[src/rtl/brl_pkg.sv]
package brl_pkg;
  typedef enum logic [1:0] {
    ST_IDLE  = 2'd0,
    ST_WAIT  = 2'd1,
    ST_BURST = 2'd2
  } brl_state_e;
endpackage

[src/rtl/brl_cfg_reg.sv]
module brl_cfg_reg #(
  parameter int LAT_W   = 3,
  parameter int LAT_MIN = 3,
  parameter int LAT_MAX = 7,
  parameter int LAT_RST = 4
) (
  input  logic             clk_i,
  input  logic             rst_ni,
  input  logic             we_i,
  input  logic [LAT_W-1:0] lat_i,
  output logic [LAT_W-1:0] lat_o
);
  localparam logic [LAT_W-1:0] LoLim = LAT_W'(LAT_MIN);
  localparam logic [LAT_W-1:0] HiLim = LAT_W'(LAT_MAX);

  logic legal;
  assign legal = (lat_i >= LoLim) && (lat_i <= HiLim);

  always_ff @(posedge clk_i or negedge rst_ni) begin
    if (!rst_ni)             lat_o <= LAT_W'(LAT_RST);
    else if (we_i && legal)  lat_o <= lat_i;
  end
endmodule

[src/rtl/brl_seq.sv]
module brl_seq
  import brl_pkg::*;
#(
  parameter int LAT_W = 3
) (
  input  logic             clk_i,
  input  logic             rst_ni,
  input  logic             abort_i,
  input  logic             start_i,
  input  logic [LAT_W-1:0] lat_i,
  output logic             fetch_o,
  output logic             in_burst_o,
  output logic             rdy_o
);
  brl_state_e       state_q;
  logic [LAT_W-1:0] wcnt_q;

  // wait count starts at L-2 so ready rises one edge before first fetch
  always_ff @(posedge clk_i or negedge rst_ni) begin
    if (!rst_ni) begin
      state_q <= ST_IDLE;
      wcnt_q  <= '0;
      rdy_o   <= 1'b0;
    end else if (abort_i) begin
      state_q <= ST_IDLE;
      wcnt_q  <= '0;
      rdy_o   <= 1'b0;
    end else if (start_i) begin
      state_q <= ST_WAIT;
      wcnt_q  <= lat_i - LAT_W'(2);
      rdy_o   <= 1'b0;
    end else begin
      unique case (state_q)
        ST_WAIT: begin
          if (wcnt_q == '0) begin
            state_q <= ST_BURST;
          end else begin
            wcnt_q <= wcnt_q - LAT_W'(1);
            if (wcnt_q == LAT_W'(1)) rdy_o <= 1'b1;
          end
        end
        ST_BURST: state_q <= ST_BURST;
        default:  state_q <= ST_IDLE;
      endcase
    end
  end

  assign in_burst_o = (state_q == ST_BURST);
  assign fetch_o    = !abort_i && !start_i &&
                      (in_burst_o || (state_q == ST_WAIT && wcnt_q == '0));
endmodule

[src/rtl/brl_addr_gen.sv]
module brl_addr_gen #(
  parameter int ADDR_W  = 16,
  parameter int BURST_W = 3
) (
  input  logic              clk_i,
  input  logic              rst_ni,
  input  logic              start_i,
  input  logic              fetch_i,
  input  logic [ADDR_W-1:0] addr_i,
  output logic [ADDR_W-1:0] word_addr_o
);
  logic [ADDR_W-1:0]  base_q;
  logic [BURST_W-1:0] beat_q;
  logic [BURST_W-1:0] offs;

  always_ff @(posedge clk_i or negedge rst_ni) begin
    if (!rst_ni) begin
      base_q <= '0;
      beat_q <= '0;
    end else if (start_i) begin
      base_q <= addr_i;
      beat_q <= '0;
    end else if (fetch_i) begin
      beat_q <= beat_q + BURST_W'(1);
    end
  end

  // modulo add keeps the burst inside its aligned group
  assign offs        = base_q[BURST_W-1:0] + beat_q;
  assign word_addr_o = {base_q[ADDR_W-1:BURST_W], offs};
endmodule

[src/rtl/brl_array.sv]
module brl_array #(
  parameter int                ADDR_W = 16,
  parameter int                DATA_W = 16,
  parameter logic [DATA_W-1:0] MULT   = 16'h9E37,
  parameter logic [DATA_W-1:0] SALT   = 16'h5A5A
) (
  input  logic [ADDR_W-1:0] addr_i,
  output logic [DATA_W-1:0] data_o
);
  localparam int PW = ADDR_W + DATA_W;
  logic [PW-1:0] prod;

  assign prod   = PW'(addr_i) * PW'(MULT);
  assign data_o = prod[DATA_W-1:0] ^ SALT;
endmodule

[src/rtl/brl_burst_read.sv]
module brl_burst_read #(
  parameter int ADDR_W  = 16,
  parameter int DATA_W  = 16,
  parameter int LAT_W   = 3,
  parameter int LAT_MIN = 3,
  parameter int LAT_MAX = 7,
  parameter int LAT_RST = 4,
  parameter int BURST_N = 8
) (
  input  logic              clk_i,
  input  logic              rst_ni,
  input  logic              ce_ni,
  input  logic              oe_ni,
  input  logic              avd_i,
  input  logic [ADDR_W-1:0] addr_i,
  input  logic              cfg_we_i,
  input  logic [LAT_W-1:0]  cfg_lat_i,
  output logic              rdy_o,
  output logic              dq_oe_o,
  output logic [DATA_W-1:0] dq_o
);
  localparam int BURST_W = $clog2(BURST_N);

  logic              start;
  logic              fetch;
  logic              in_burst;
  logic [LAT_W-1:0]  lat_q;
  logic [ADDR_W-1:0] word_addr;
  logic [DATA_W-1:0] mem_word;
  logic [DATA_W-1:0] dq_q;

  assign start = avd_i && !ce_ni;

  brl_cfg_reg #(
    .LAT_W(LAT_W), .LAT_MIN(LAT_MIN), .LAT_MAX(LAT_MAX), .LAT_RST(LAT_RST)
  ) u_cfg (
    .clk_i(clk_i), .rst_ni(rst_ni), .we_i(cfg_we_i), .lat_i(cfg_lat_i), .lat_o(lat_q)
  );

  brl_seq #(.LAT_W(LAT_W)) u_seq (
    .clk_i(clk_i), .rst_ni(rst_ni), .abort_i(ce_ni), .start_i(start), .lat_i(lat_q),
    .fetch_o(fetch), .in_burst_o(in_burst), .rdy_o(rdy_o)
  );

  brl_addr_gen #(.ADDR_W(ADDR_W), .BURST_W(BURST_W)) u_addr (
    .clk_i(clk_i), .rst_ni(rst_ni), .start_i(start), .fetch_i(fetch),
    .addr_i(addr_i), .word_addr_o(word_addr)
  );

  brl_array #(.ADDR_W(ADDR_W), .DATA_W(DATA_W)) u_array (
    .addr_i(word_addr), .data_o(mem_word)
  );

  always_ff @(posedge clk_i or negedge rst_ni) begin
    if (!rst_ni)              dq_q <= '0;
    else if (ce_ni || start)  dq_q <= '0;
    else if (fetch)           dq_q <= mem_word;
  end

  assign dq_o    = dq_q;
  assign dq_oe_o = !ce_ni && !oe_ni;
endmodule

[config.mk]
export PLATFORM = sky130hd
export DESIGN_NAME = brl_burst_read
export DESIGN_NICKNAME = d
export VERILOG_FILES = /design/src/rtl/brl_pkg.sv /design/src/rtl/brl_cfg_reg.sv /design/src/rtl/brl_seq.sv /design/src/rtl/brl_addr_gen.sv /design/src/rtl/brl_array.sv /design/src/rtl/brl_burst_read.sv
export SDC_FILE = /design/constraint.sdc
export NUM_CORES = 1
export LEC_CHECK = 0
export BUFFER_PORTS_ARGS = -buffer_cell sky130_fd_sc_hd__buf_2
export CORE_ASPECT_RATIO = 0.8
export CORE_MARGIN = 2
export CORE_UTILIZATION = 45
export CTS_BUF_LIST = sky130_fd_sc_hd__clkbuf_4 sky130_fd_sc_hd__clkbuf_8 sky130_fd_sc_hd__clkbuf_16
export CTS_CLUSTER_DIAMETER = 30
export DETAILED_ROUTE_END_ITERATION = 8
export SYNTH_ARGS = -nofsm -noshare
export SYNTH_HDL_FRONTEND = slang
export SYNTH_SLANG_ARGS = --single-unit
[constraint.sdc]
create_clock -name clk_i -period 12.9 [get_ports clk_i]
set_input_delay 1.935 -clock clk_i [delete_from_list [all_inputs] [get_ports clk_i]]
set_output_delay 1.935 -clock clk_i [all_outputs]
set_load 0.02 [all_outputs]
# [Word level (Yosys, flattened, before mapping)]
# Index checks and enable logic that the tools add are counted.
[word_totals] regBits=44 input_bits=25 word_cells=56 out_inout_bits=18
[op_classes] mux=17 reduce_logical=19 multipliers=1 n_eq_ne=5 addsub=4 magnitude_cmp=2 n_bitwise=1
[op_table] operator="16-bit 2-to-1 mux" count=2
[op_table] operator="3-bit 2-to-1 mux" count=6
[op_table] operator="16-bit by 16-bit multiplier with 16-bit output (second input constant)" count=1
[op_table] operator="8-bit inverter" count=1
[op_table] operator="1-bit logical AND" count=7
[op_table] operator="2-bit 2-to-1 mux" count=3
[op_table] operator="3-bit nonzero test" count=2
[op_table] operator="1-bit 2-to-1 mux" count=5
[op_table] operator="4-bit inequality test (second input constant)" count=1
[op_table] operator="2-bit case mux with 2 select lines" count=1
[op_table] operator="2-bit nonzero test" count=2
[op_table] operator="3-bit by 1-bit adder with 3-bit output (second input constant)" count=1
[op_table] operator="3-bit adder" count=1
[op_table] operator="3-bit by 1-bit == test with 1-bit output (second input constant)" count=1
[op_table] operator="3-bit by 2-bit >= comparator with 1-bit output (second input constant)" count=1
[op_table] operator="3-bit less-or-equal comparator (second input constant)" count=1
[op_table] operator="1-bit zero test" count=3
[op_table] operator="3-bit zero test" count=1
[op_table] operator="3-bit inequality test (second input constant)" count=1
[op_table] operator="3-bit AND reduction" count=1
[op_table] operator="3-bit by 1-bit subtractor with 3-bit output (second input constant)" count=1
[op_table] operator="3-bit by 2-bit subtractor with 3-bit output (second input constant)" count=1
[op_table] operator="2-bit by 1-bit == test with 1-bit output (second input constant)" count=1
[op_table] operator="2-bit == test (second input constant)" count=1
[op_table] operator="other kinds (2)" count=3

# [Longest topological paths before layout]
[logic_depth] word_depth=7 mapped_depth=22 ltp_nobuf=22

# [Modules after synthesis]
# Synthesis repeated with hierarchy kept, for this count alone.
[unflattened] cells_unflattened=442 hier_area_um2=4633.2
[by_module_without_submodules] module="brl_array" cells_each=267 area_per_inst_um2=2451.1 seq_area_each_um2=0.0 instances=1
[by_module_without_submodules] module="brl_addr_gen" cells_each=67 area_per_inst_um2=955.9 seq_area_each_um2=475.5 instances=1
[by_module_without_submodules] module="brl_burst_read" cells_each=55 area_per_inst_um2=678.2 seq_area_each_um2=400.4 instances=1
[by_module_without_submodules] module="brl_seq" cells_each=41 area_per_inst_um2=421.7 seq_area_each_um2=150.1 instances=1
[by_module_without_submodules] module="brl_cfg_reg" cells_each=12 area_per_inst_um2=126.4 seq_area_each_um2=76.3 instances=1

# [Worst setup path before layout]
# Ideal clock, no wire load.
[synth_path] path_kind="register to register" from="register u_addr.beat_q[0]" to="register dq_q[14] (netlist: dq_o[14])" slack_ns=7.595 arrival_ns=5.236 setup_time_ns=0.069 path_stages_with_launch=19 t_required_ns=12.831 synth_period_minus_slack_ns=5.305 n_path_buf=0 cell_sequence="dfrtp_1 ha_1 fa_1 xnor2_1 xnor2_1 inv_1 fa_1 inv_1 ha_1 ha_1 fa_1 inv_1 fa_1 fa_1 inv_1 ha_1 or3_1 or3_1 nand3_1"
[synth_via] elab_chain_len=5
[synth_lines] element="start: declaration" line="brl_addr_gen.sv:13" text="logic [BURST_W-1:0] beat_q;"
[synth_lines] element="start signal: assignment" line="brl_addr_gen.sv:24" text="beat_q <= beat_q + BURST_W'(1);"
[synth_lines] element="3-bit adder" line="brl_addr_gen.sv:29" text="assign offs = base_q[BURST_W-1:0] + beat_q;"
[synth_lines] element="16-bit by 16-bit multiplier with 16-bit output" line="brl_array.sv:13" text="assign prod = PW'(addr_i) * PW'(MULT);"
[synth_lines] element="8-bit inverter (no line)"
[synth_lines] element="16-bit 2-to-1 mux" line="brl_burst_read.sv:57" text="else if (fetch) dq_q <= mem_word;"
[synth_lines] element="16-bit 2-to-1 mux" line="brl_burst_read.sv:56" text="else if (ce_ni || start) dq_q <= '0;"
[synth_lines] element="end signal: assignment" line="brl_burst_read.sv:57"
[synth_lines] element="end: declaration" line="brl_burst_read.sv:30" text="logic [DATA_W-1:0] dq_q;"
# Every way passes these cells. The select of a mux whose other input is x is not followed.
# A chain may end at the register's enable or synchronous reset.

# [Worst setup path after layout]
[layout_path] from="register u_addr.beat_q[0]" to="register dq_q[15] (netlist: dq_o[15])"
[layout_via] elab_chain_len=4
[layout_lines] element="3-bit adder" line="brl_addr_gen.sv:29"
[layout_lines] element="16-bit by 16-bit multiplier with 16-bit output" line="brl_array.sv:13"
[layout_lines] element="16-bit 2-to-1 mux" line="brl_burst_read.sv:57"
[layout_lines] element="16-bit 2-to-1 mux" line="brl_burst_read.sv:56"
# Every way passes these cells. The select of a mux whose other input is x is not followed.

==> impl_metrics.ini <==
[global_route]
grt_pass1_wl_mm = 15.9
first_global_vias = 3277
grt_start_max_net_pins = 45
overflow = 0
grt_usage = 0.190
antenna_found_initial = 1

[floorplan]
die_w_microns = 116
initial_core_util = 0.464
die_h_microns = 93.4
io_pins = 43
core_area_sq_um = 9690
die-area_sq_um = 10800
fp-row-count = 32

[sta]
drv_slew = 0
worst_slew_pin_slew_ps = 1030
postLayoutSetupSlackWorst_ps = 7030
hold_violations = 0
fmax_mhz = 170
timing.final.crit_period_ps = 5870
final.setup.tns_ps = 0
grt_setup_unrepaired = no
fin_crit_sh = 0.455
skew_ps = 6.30
relSlewSlack = 0.310
setup_viol = 0

[synthesis]
synth_edf_count = 0
yosysWarnings = 0
synth_cell_types = 43
avgSynthCellArea_sq_um = 9.62
syn_inst = 467
synth_seq_cells = 44
syn_nets = 599
synth_ff_type = dfrtp_1
synthArstFlopShare = 1.00
syn_area_sq_um = 4490
seq_area_frac_synth = 0.245

[final_layout]
drive_gt1_frac = 0.143
multi_input_area_sq_um = 2940
final_cell_mix = inv_1 (110), ha_1 (63), fa_1 (44), dfrtp_1 (43), buf_2 (42)
nFillCells = 966
final_common_cell = inv_1
regArea_sq_um = 1100
nets = 640
syn2layout_area_growth_pct = 11.8

[cts]
hold_buffers = 0
cts_made_buffers = 5
clk_latency_ps = 290
cts_resized = 0
cts_setup_buffers = 0
htree_levels = 2
tritoncts = built
clock-sinks = 44
clockBufferDepth = 2
root_buffer = clkbuf_16
clk_pin_slew_ps = 70

[route]
via_count = 3223
drt_first_iter_violations = 135
routed_wl_mm = 9.30
viasPerCell = 4.99
route.detailed.drc = 0
ant_nets = 0
first_pass_iters = 4
avgRoutedWirePerCell_microns = 14.4

[run]
maxCapViolCount = 0

[worst_setup_path]
path_max_fanout = 5
reg2reg_to = dq_o[15]$_DFFE_PN0P_
reg2reg_from = u_addr.beat_q[0]$_DFFE_PN0P_
crit_type = reg2reg
ff2ff_path_depth = 21
cp.required_ps = 13120
critPathArrivalTime_ps = 6090
r2r_slack_ps = 7030
cp-end-kind = flip-flop
cp-startpoint = u_addr.beat_q[0]$_DFFE_PN0P_
cp-start-kind = flip-flop

[status]
status = completed

[worst_hold_path]
holdCritStartpoint = u_cfg.lat_o[0]$_DFFE_PN0P_
whs_path_depth = 2
holdPathEnd = u_cfg.lat_o[0]$_DFFE_PN0P_
hp-class = reg2reg

[placement]
place_ws_ps = 7010
gp_congestion = 0.906
port_buffers = 42
hpwl_mm = 7.76
## per-layer routing
| metal | up-vias | track usage | wire, microns |
|---|---|---|---|
| li1 | 1580 | - | - |
| met1 | 1581 | 0.280 | 4640 |
| met2 | 50 | 0.286 | 4130 |
| met3 | 12 | 0.0376 | 370 |
| met4 | 0 | 0.0496 | 162 |
| met5 | - | 0 | 0 |
## metrics by stage
stage,instances,util,hold slack [ps],area [sq um]
2_1_floorplan,467,-,439,4490
3_3_place_gp,637,0.501,457,4850
3_5_place_dp,637,0.501,461,4850
4_1_cts,645,0.518,477,5020
5_1_grt,645,0.518,506,5020
6_report,646,0.518,476,5020
## cells by family after synthesis
logic type,synth area share
compound gates,0.110
xor+xnor,0.0660
fa+ha+maj,0.372
buf+inv,0.101
flops,0.245
mux,0.0201
simple gates,0.0861
## worst max-delay path, cell delays in order, from the launching register on
cell,delay [ps]
dfrtp_1,420
ha_1,230
fa_1,380
xnor2_1,180
xnor2_1,410
ha_1,360
fa_1,560
ha_1,150
inv_1,50
fa_1,470
inv_1,40
ha_1,260
inv_1,50
fa_1,530
inv_1,50
ha_1,350
o21ai_2,280
o221ai_2,170
o211ai_1,340
nor4b_1,320
o21bai_1,120
nand3_1,100
## layout make-up
| class | count | share of cell area |
|---|---|---|
| Timing Repair Buffer | 44 | 0.0448 |
| Tap cell | 136 | 0.0339 |
| Sequential cell | 44 | 0.219 |
| Clock inverter | 3 | 0.00922 |
| Inverter | 110 | 0.0822 |
| Antenna cell | 1 | 0.000498 |
| Multi-Input combinational cell | 303 | 0.585 |
| Clock buffer | 5 | 0.0249 |
## how the worst max path moves through the flow
stage / cells after the start / slack [ps] / end
floorplan: 18 / 7600 / dq_o[14]$_DFFE_PN0P_
global placement: 18 / 7310 / dq_o[14]$_DFFE_PN0P_
detailed placement: 21 / 7010 / dq_o[15]$_DFFE_PN0P_
CTS: 21 / 7000 / dq_o[15]$_DFFE_PN0P_
global route: 21 / 6680 / dq_o[15]$_DFFE_PN0P_
finish: 21 / 7030 / dq_o[15]$_DFFE_PN0P_
## state kept, by name, summed over array words and instances, names as in the netlist
name,cells
u_addr.base_q,16
u_addr.beat_q,3
u_seq.wcnt_q,3
u_seq.state_q,2
dq_o,16
u_cfg.lat_o,3
u_seq.rdy_o,1
## synthesized netlist by cell type, types with 7 or more instances
| cell type | instances | area, sq um |
|---|---|---|
| nand3_1 | 8 | 40.0 |
| nand2_1 | 26 | 97.6 |
| a21oi_1 | 19 | 95.1 |
| inv_1 | 110 | 413 |
| dfrtp_1 | 43 | 1080 |
| o21ai_0 | 19 | 95.1 |
| a211oi_1 | 12 | 90.1 |
| clkbuf_1 | 7 | 26.3 |
| fa_1 | 44 | 881 |
| nor2_1 | 22 | 82.6 |
| mux2_2 | 8 | 90.1 |
| xor2_1 | 7 | 61.3 |
| ha_1 | 63 | 788 |
| xnor2_1 | 25 | 219 |
Power is not shown: default switching activity piles up to over one toggle a cycle in this logic, so the estimate is an artifact.
